[src/rtl/ring_tune_pkg.sv]
package ring_tune_pkg;
  localparam int LFSR_W = 32;

  typedef enum logic [2:0] {
    ST_IDLE,
    ST_GEN,
    ST_GATHER,
    ST_EVAL,
    ST_RUN,
    ST_CHECK,
    ST_FAIL
  } tune_state_t;
endpackage

[src/rtl/tune_lfsr.sv]
module tune_lfsr #(
  parameter int OUT_W = 96
) (
  input  logic                                 clk,
  input  logic                                 rst_n,
  input  logic                                 load,
  input  logic [ring_tune_pkg::LFSR_W-1:0]     seed,
  input  logic                                 step,
  output logic [OUT_W-1:0]                     word
);
  import ring_tune_pkg::*;

  logic [LFSR_W-1:0] st;
  logic              fb;

  assign fb = st[31] ^ st[21] ^ st[1] ^ st[0];

  always_ff @(posedge clk or negedge rst_n) begin
    if (!rst_n) begin
      st   <= LFSR_W'(1);
      word <= '0;
    end else if (load) begin
      st <= (seed == '0) ? LFSR_W'(1) : seed;
    end else if (step) begin
      st   <= {st[LFSR_W-2:0], fb};
      word <= {word[OUT_W-2:0], fb};
    end
  end


  lfsr_nonzero_chk: assert property (@(posedge clk) disable iff (!rst_n)
    st != '0);
endmodule

[src/rtl/tune_stats.sv]
module tune_stats #(
  parameter int CNT_W    = 9,
  parameter int MAX_LOG2 = 13,
  parameter int LOG_W    = 4,
  parameter int SUM_W    = CNT_W + MAX_LOG2
) (
  input  logic             clk,
  input  logic             rst_n,
  input  logic             clr,
  input  logic             take,
  input  logic [CNT_W-1:0] count,
  input  logic [LOG_W-1:0] k,
  output logic [SUM_W-1:0] sum,
  output logic [CNT_W-1:0] peak,
  output logic             last
);
  localparam int NW = MAX_LOG2 + 1;

  logic [NW-1:0] n;
  logic [NW-1:0] target;

  assign target = (NW'(1) << k) - NW'(1);
  assign last   = take && (n == target);

  always_ff @(posedge clk or negedge rst_n) begin
    if (!rst_n) begin
      n    <= '0;
      sum  <= '0;
      peak <= '0;
    end else if (clr) begin
      n    <= '0;
      sum  <= '0;
      peak <= '0;
    end else if (take) begin
      n   <= n + NW'(1);
      sum <= sum + SUM_W'(count);
      if (count > peak) peak <= count;
    end
  end


  no_overrun_chk: assert property (@(posedge clk) disable iff (!rst_n)
    take |-> n <= target);

  peak_tracks_chk: assert property (@(posedge clk) disable iff (!rst_n)
    (take && !clr) |=> peak >= $past(count));
endmodule

[src/rtl/ring_tune_ctrl.sv]
module ring_tune_ctrl #(
  parameter int STAGES   = 32,
  parameter int SEL_W    = 3,
  parameter int CNT_W    = 9,
  parameter int MAX_LOG2 = 13,
  parameter int TRIAL_W  = 10,
  localparam int CFG_W   = STAGES * SEL_W,
  localparam int LOG_W   = $clog2(MAX_LOG2 + 1)
) (
  input  logic               clk,
  input  logic               rst_n,
  input  logic               start,
  input  logic [31:0]        seed,
  input  logic [LOG_W-1:0]   batch_log2,
  input  logic [CNT_W-1:0]   win_lo,
  input  logic [CNT_W-1:0]   win_hi,
  input  logic [CNT_W-1:0]   max_lim,
  input  logic [TRIAL_W-1:0] trial_lim,
  input  logic               smp_valid,
  output logic               smp_ready,
  input  logic [CNT_W-1:0]   smp_count,
  output logic [CFG_W-1:0]   cfg_out,
  output logic               tuned,
  output logic               bits_en,
  output logic               alert,
  output logic               fail
);
  import ring_tune_pkg::*;

  localparam int SUM_W = CNT_W + MAX_LOG2;
  localparam int GEN_W = $clog2(CFG_W + 1);

  tune_state_t        state;
  logic [GEN_W-1:0]   gen_cnt;
  logic [TRIAL_W-1:0] trials;
  logic [LOG_W-1:0]   k_r;
  logic               go, gen_last, take, last, clr;
  logic [SUM_W-1:0]   sum, lo_s, hi_s;
  logic [CNT_W-1:0]   peak;
  logic               peak_bad, pass;

  assign go        = start && (state == ST_IDLE || state == ST_FAIL);
  assign gen_last  = (state == ST_GEN) && (gen_cnt == GEN_W'(CFG_W - 1));
  assign smp_ready = (state == ST_GATHER) || (state == ST_RUN);
  assign take      = smp_valid && smp_ready;
  assign clr       = (state == ST_GEN) || (state == ST_EVAL) || (state == ST_CHECK);
  assign tuned     = (state == ST_RUN) || (state == ST_CHECK);
  assign bits_en   = (state == ST_RUN);
  assign fail      = (state == ST_FAIL);

  assign lo_s     = SUM_W'(win_lo) << k_r;
  assign hi_s     = SUM_W'(win_hi) << k_r;
  assign peak_bad = peak > max_lim;
  assign pass     = (sum >= lo_s) && (sum <= hi_s) && !peak_bad;

  tune_lfsr #(.OUT_W(CFG_W)) u_lfsr (
    .clk  (clk),
    .rst_n(rst_n),
    .load (go),
    .seed (seed),
    .step (state == ST_GEN),
    .word (cfg_out)
  );

  tune_stats #(.CNT_W(CNT_W), .MAX_LOG2(MAX_LOG2), .LOG_W(LOG_W), .SUM_W(SUM_W)) u_stats (
    .clk  (clk),
    .rst_n(rst_n),
    .clr  (clr),
    .take (take),
    .count(smp_count),
    .k    (k_r),
    .sum  (sum),
    .peak (peak),
    .last (last)
  );

  always_ff @(posedge clk or negedge rst_n) begin
    if (!rst_n) begin
      state   <= ST_IDLE;
      gen_cnt <= '0;
      trials  <= '0;
      k_r     <= '0;
      alert   <= 1'b0;
    end else begin
      if (state == ST_GEN) gen_cnt <= gen_cnt + GEN_W'(1);
      unique case (state)
        ST_IDLE, ST_FAIL: if (go) begin
          state   <= ST_GEN;
          gen_cnt <= '0;
          trials  <= '0;
          alert   <= 1'b0;
          k_r     <= (batch_log2 > LOG_W'(MAX_LOG2)) ? LOG_W'(MAX_LOG2) : batch_log2;
        end
        ST_GEN:    if (gen_last) state <= ST_GATHER;
        ST_GATHER: if (last) state <= ST_EVAL;
        ST_EVAL: begin
          if (peak_bad) alert <= 1'b1;
          if (pass) state <= ST_RUN;
          else if (trials + TRIAL_W'(1) >= trial_lim) state <= ST_FAIL;
          else begin
            trials  <= trials + TRIAL_W'(1);
            state   <= ST_GEN;
            gen_cnt <= '0;
          end
        end
        ST_RUN:    if (last) state <= ST_CHECK;
        ST_CHECK: begin
          if (peak_bad) alert <= 1'b1;
          if (pass) state <= ST_RUN;
          else begin
            trials  <= '0;
            state   <= ST_GEN;
            gen_cnt <= '0;
          end
        end
        default: state <= ST_IDLE;
      endcase
    end
  end


  bits_need_tune_chk: assert property (@(posedge clk) disable iff (!rst_n)
    bits_en |-> tuned);

  cfg_hold_chk: assert property (@(posedge clk) disable iff (!rst_n)
    (smp_ready && $past(smp_ready)) |-> $stable(cfg_out));

  fail_quiet_chk: assert property (@(posedge clk) disable iff (!rst_n)
    fail |-> (!smp_ready && !tuned && !bits_en));

  gen_bound_chk: assert property (@(posedge clk) disable iff (!rst_n)
    (state == ST_GEN) |-> (gen_cnt < GEN_W'(CFG_W)));
endmodule

[config.mk]
export PLATFORM = sky130hd
export DESIGN_NAME = ring_tune_ctrl
export DESIGN_NICKNAME = d
export VERILOG_FILES = /design/src/rtl/ring_tune_pkg.sv /design/src/rtl/tune_lfsr.sv /design/src/rtl/tune_stats.sv /design/src/rtl/ring_tune_ctrl.sv
export SDC_FILE = /design/constraint.sdc
export NUM_CORES = 1
export LEC_CHECK = 0
export BUFFER_PORTS_ARGS = -buffer_cell sky130_fd_sc_hd__buf_4
export CAP_MARGIN = 5
export CORE_MARGIN = 4
export CORE_UTILIZATION = 55
export DETAILED_ROUTE_END_ITERATION = 10
export GPL_ROUTABILITY_DRIVEN = 0
export PLACE_DENSITY_LB_ADDON = 0.05
export SYNTH_ARGS = -nofsm -noshare
export SYNTH_HDL_FRONTEND = slang
export SYNTH_SLANG_ARGS = --single-unit
[constraint.sdc]
create_clock -name clk -period 5 [get_ports clk]
set_input_delay 0.5 -clock clk [delete_from_list [all_inputs] [get_ports clk]]
set_output_delay 0.5 -clock clk [all_outputs]
set_load 0.05 [all_outputs]
==> impl_summary.md <==
Run status
The flow ran to the end, and the final reports show no timing, DRC or antenna violations.

Clocking
Counting every sink on the clock net gives 198. The clock transition at the registers of the reported paths is about 0.070 ns. Buffers inserted during clock tree synthesis total 17. The buffers inserted during post-CTS setup optimization is 0. The CTS tree is yes. The worst-skew pair later-pin latency is roughly 0.45 ns. The total number of H-tree levels is 4. The maximum count of clock buffers along a single path is 2. The number of buffers inserted for hold repair after clock tree synthesis is 0. The count of cells resized by post-cts repair is 0. The root buffer cell is clkbuf_16.

Pwr
Power comes to a little over 7 mW. The sequential group share of total power is approximately 30%. The leakage power is slightly above 7 nW. Summed over all nets, the switching power comes to 3.37 mW. The internal power contribution is between 3 and 4 mW. The maximum resistive drop on vdd is 387 µV. The power per cell area is between 500 and 600 nW/µm². Combinational cells account for about 50% of the total power. The proportion of total power due to net switching is between 40% and 50%.

The clock network accounts for 20.0% of the total power.

Place
Buffers placed on the I/O ports in this run total 186. The number of placed instances, taps included is 1799. After legalization and detailed placement, the total HPWL measured approximately 22000 µm. Timing analysis after detailed placement gives a worst setup slack of 0.542 ns. In this run the cell area measured after placement is ~13000 µm².

STA
The final setup slack of the worst path is between 0.4 and 0.5 ns. Setup violations remaining at the end of the flow were counted as 0. The final hold slack is roughly 0.11 ns. The portion of the clock cycle consumed by the worst path in the final layout is 90.1%. The worst path needs ~4.5 ns of the cycle, external delays included. Setup repair after global routing left no endpoint under its margin. Measured against its own limit, the worst slew margin works out to approximately a third. The clock arrives with between 0.015 and 0.02 ns of skew. For the pin with the worst max-slew slack, the measured transition is about 1 ns. The number of hold-slack violations in the final timing report is 0. After routing, the total negative slack on setup checks comes to 0 ns.

The maximum achievable frequency is 222 MHz. The max-slew violation total from the final report is 0.

Routing
The number of antenna-violating nets in the routed design is 0. The final layout contains routed wiring with a total length of 30500 µm. The number of search-and-repair iterations in the first detailed-routing pass is 5. In the final routed layout, each cell accounts on average for around 17 µm. The count of unresolved DRC violations after routing is 0. The number of vias per cell is 5.61.

The vias after detailed routing is around 10000. The iteration-0 DRC count of the detailed router is 804.

GRT
The combined global-route utilization of all metal layers is 26.0%. The first global-routing pass estimated 50900 µm of wire. Entering global routing, the biggest net connects 105 pins.

For this run the aggregate overflow at the end of global routing stands at 0. The number of antenna violations at the first check in global routing is 0. The via count of the first global-routing pass is 10100.

Floorplan
Measured along the y axis, the die boundary spans roughly 150 µm. The floorplan step set the die width to between 150 and 200 µm. The initialized floorplan defines 53 standard-cell rows. In this run the count of I/O pins placed on the die edge is ~190. The floorplan step defined a die boundary enclosing 23600 µm². The floorplan core area is between 20000 and 25000 µm². For this configuration, the core starts out at a cell density of roughly 56%.

Critical path
The setup path with the least slack is of type reg2reg. The startpoint identified for the worst register-to-register timing path is k_r[0]. The launching element of the worst setup path is k_r[0]. At the worst endpoint, the arrival time is roughly 4.8 ns. The setup slack on the worst flop-to-flop path is 0.50 ns. STA classifies the critical path startpoint as a register. The worst setup path is captured at a register.

The data required time of the critical path is 5.30 ns. In this run the worst path has a maximum fanout of 16.

Finish
The cell area after layout is between 10000 and 15000 µm². The number of nets in the finished design is roughly 1700. The layout has between 1500 and 2000 filler cells.

The filler-free cell count of the finished design is 1831. In the final layout, the share of cells above drive strength 1 is approximately 17%. Cells fill 66.2% of the core in the end.

Relative to the synthesized area, the layout overhead comes to 18.8%. The count of antenna diodes in the layout is 0.

Yosys
The synthesized netlist occupies a cell area of around 12000 µm². The synthesized design devotes to its leading area cell type a little over two fifths of total area. The post-synthesis async set-or-reset flop share is 100%. The synthesized netlist cell count is 1393.

The count of different cell masters after synthesis is 74. Synthesis inferred between 150 and 200 register bits. Ranked by total cell area, the synthesized netlist is headed by dfrtp_1 42%, nand2_1 15%, ha_1 9.1%. The number of synthesized flops with an enable pin is 0. The warning count from the yosys run is 0. By instance count, the leading cell after synthesis is nand2_1. Sorting the synthesized cells by how often they occur yields 454 x nand2_1, 197 x dfrtp_1, 85 x ha_1, 77 x nor2_1, 67 x o21ai_0.

The proportion of synthesized chip area in sequential cells is 42.4%. The dominant synthesized flop cell is dfrtp_1. Synthesis produced a netlist with a net count of roughly 1600. The average instance in the mapped netlist occupies about 8.4 µm².

The synthesized design spends more area on one cell type than any other, namely dfrtp_1.

Hold path
The min-delay analysis places its worst path in the category in2async.

Flow run
The number of max-cap violations is 0.
## path summary, 6_finish.rpt
check | end | cells after the start
setup / recovery | trials[3] | 14
hold / removal | trials[9] | 1
setup reg to reg | trials[3] | 14
hold reg to reg | u_lfsr.st[20] | 2
max in group asynchronous | u_lfsr.word[19] | 2
min in group clk | u_lfsr.st[1] | 3
## kinds of logic after synthesis
group	Yosys count	synth area share (%)
AO/OA/AOI/OAI	233	12.9
flip-flops	198	42.4
buffers and inverters	116	4.06
AND/OR/NAND/NOR	676	24.4
adder cells (fa/ha/maj)	86	9.28
XOR/XNOR	51	3.83
multiplexers	33	3.11
## layer usage
metal | vias up | wire length [µm] | track usage [%]
met5 | - | 0 | 0
met4 | 0 | 744 | 7.91
met3 | 45 | 2340 | 7.12
met2 | 299 | 14100 | 40.4
met1 | 4907 | 13300 | 35.9
li1 | 5030 | - | -
## final cells by class
class	instances	area (µm²)	share of cell area, %
multi-input combinational	1079	6270	45.2
timing repair buffer	199	1510	10.9
inverter	48	180	1.30
clock buffer	17	425	3.07
sequential	198	4960	35.7
clock inverter	15	190	1.37
tap	275	344	2.48
## sequential cells by signal, indices dropped and copies added (netlist names)
register	count
u_lfsr.word	96
u_lfsr.st	32
u_stats.sum	22
u_stats.n	14
trials	10
u_stats.peak	9
gen_cnt	7
k_r	4
state	3
alert	1
## power by group through the flow
stage               clock (mW)  sequential (mW)  combinational, mW
floorplan                    0             2.29               2.53
global placement             0             2.20               3.47
detailed placement           0             2.21               3.53
CTS                       1.46             2.18               3.55
global route              1.54             2.23               4.02
finish                    1.44             2.18               3.56
## critical path: stages (launching register included)
cell	delay, ns
dfrtp_1	0.71
buf_4	0.30
mux2_2	0.37
o21ai_0	0.35
o21ai_0	0.13
o21ai_0	0.11
ha_1	0.16
nand4_1	0.16
nor3_1	0.20
a21boi_0	0.26
o41ai_1	0.11
a22oi_1	0.59
nor2_4	0.13
o31ai_4	0.60
o21ai_0	0.16
## placed cells by master (no fill, tap or decap), types with 3 or more instances in the layout
master / synthesis / routed
o21a_1: 6 / 6
nand3_1: 45 / 45
o21ai_0: 67 / 67
nor3_1: 15 / 14
o31ai_1: 6 / 6
clkbuf_16: 0 / 17
ha_1: 85 / 85
clkinv_4: 0 / 3
a21oi_1: 50 / 49
inv_1: 46 / 46
dfrtp_1: 197 / 197
mux2i_1: 16 / 16
a22oi_1: 42 / 42
a31oi_1: 4 / 4
o31a_1: 3 / 3
xnor2_1: 20 / 20
or3_1: 6 / 5
and3_1: 10 / 10
clkinv_8: 0 / 3
and2_1: 7 / 7
a21o_1: 10 / 10
inv_12: 0 / 4
a211oi_1: 7 / 7
buf_4: 2 / 197
mux2_2: 16 / 16
nand2b_1: 7 / 7
o21bai_1: 3 / 3
nor2_2: 1 / 3
inv_8: 0 / 4
nand4_1: 19 / 19
o211ai_1: 6 / 6
or2_2: 4 / 4
nor4_1: 11 / 11
nor2b_1: 8 / 8
nor2_1: 77 / 75
xor2_1: 31 / 31
nand2_1: 454 / 454
No activity file was read; power rests on OpenSTA's default activity.
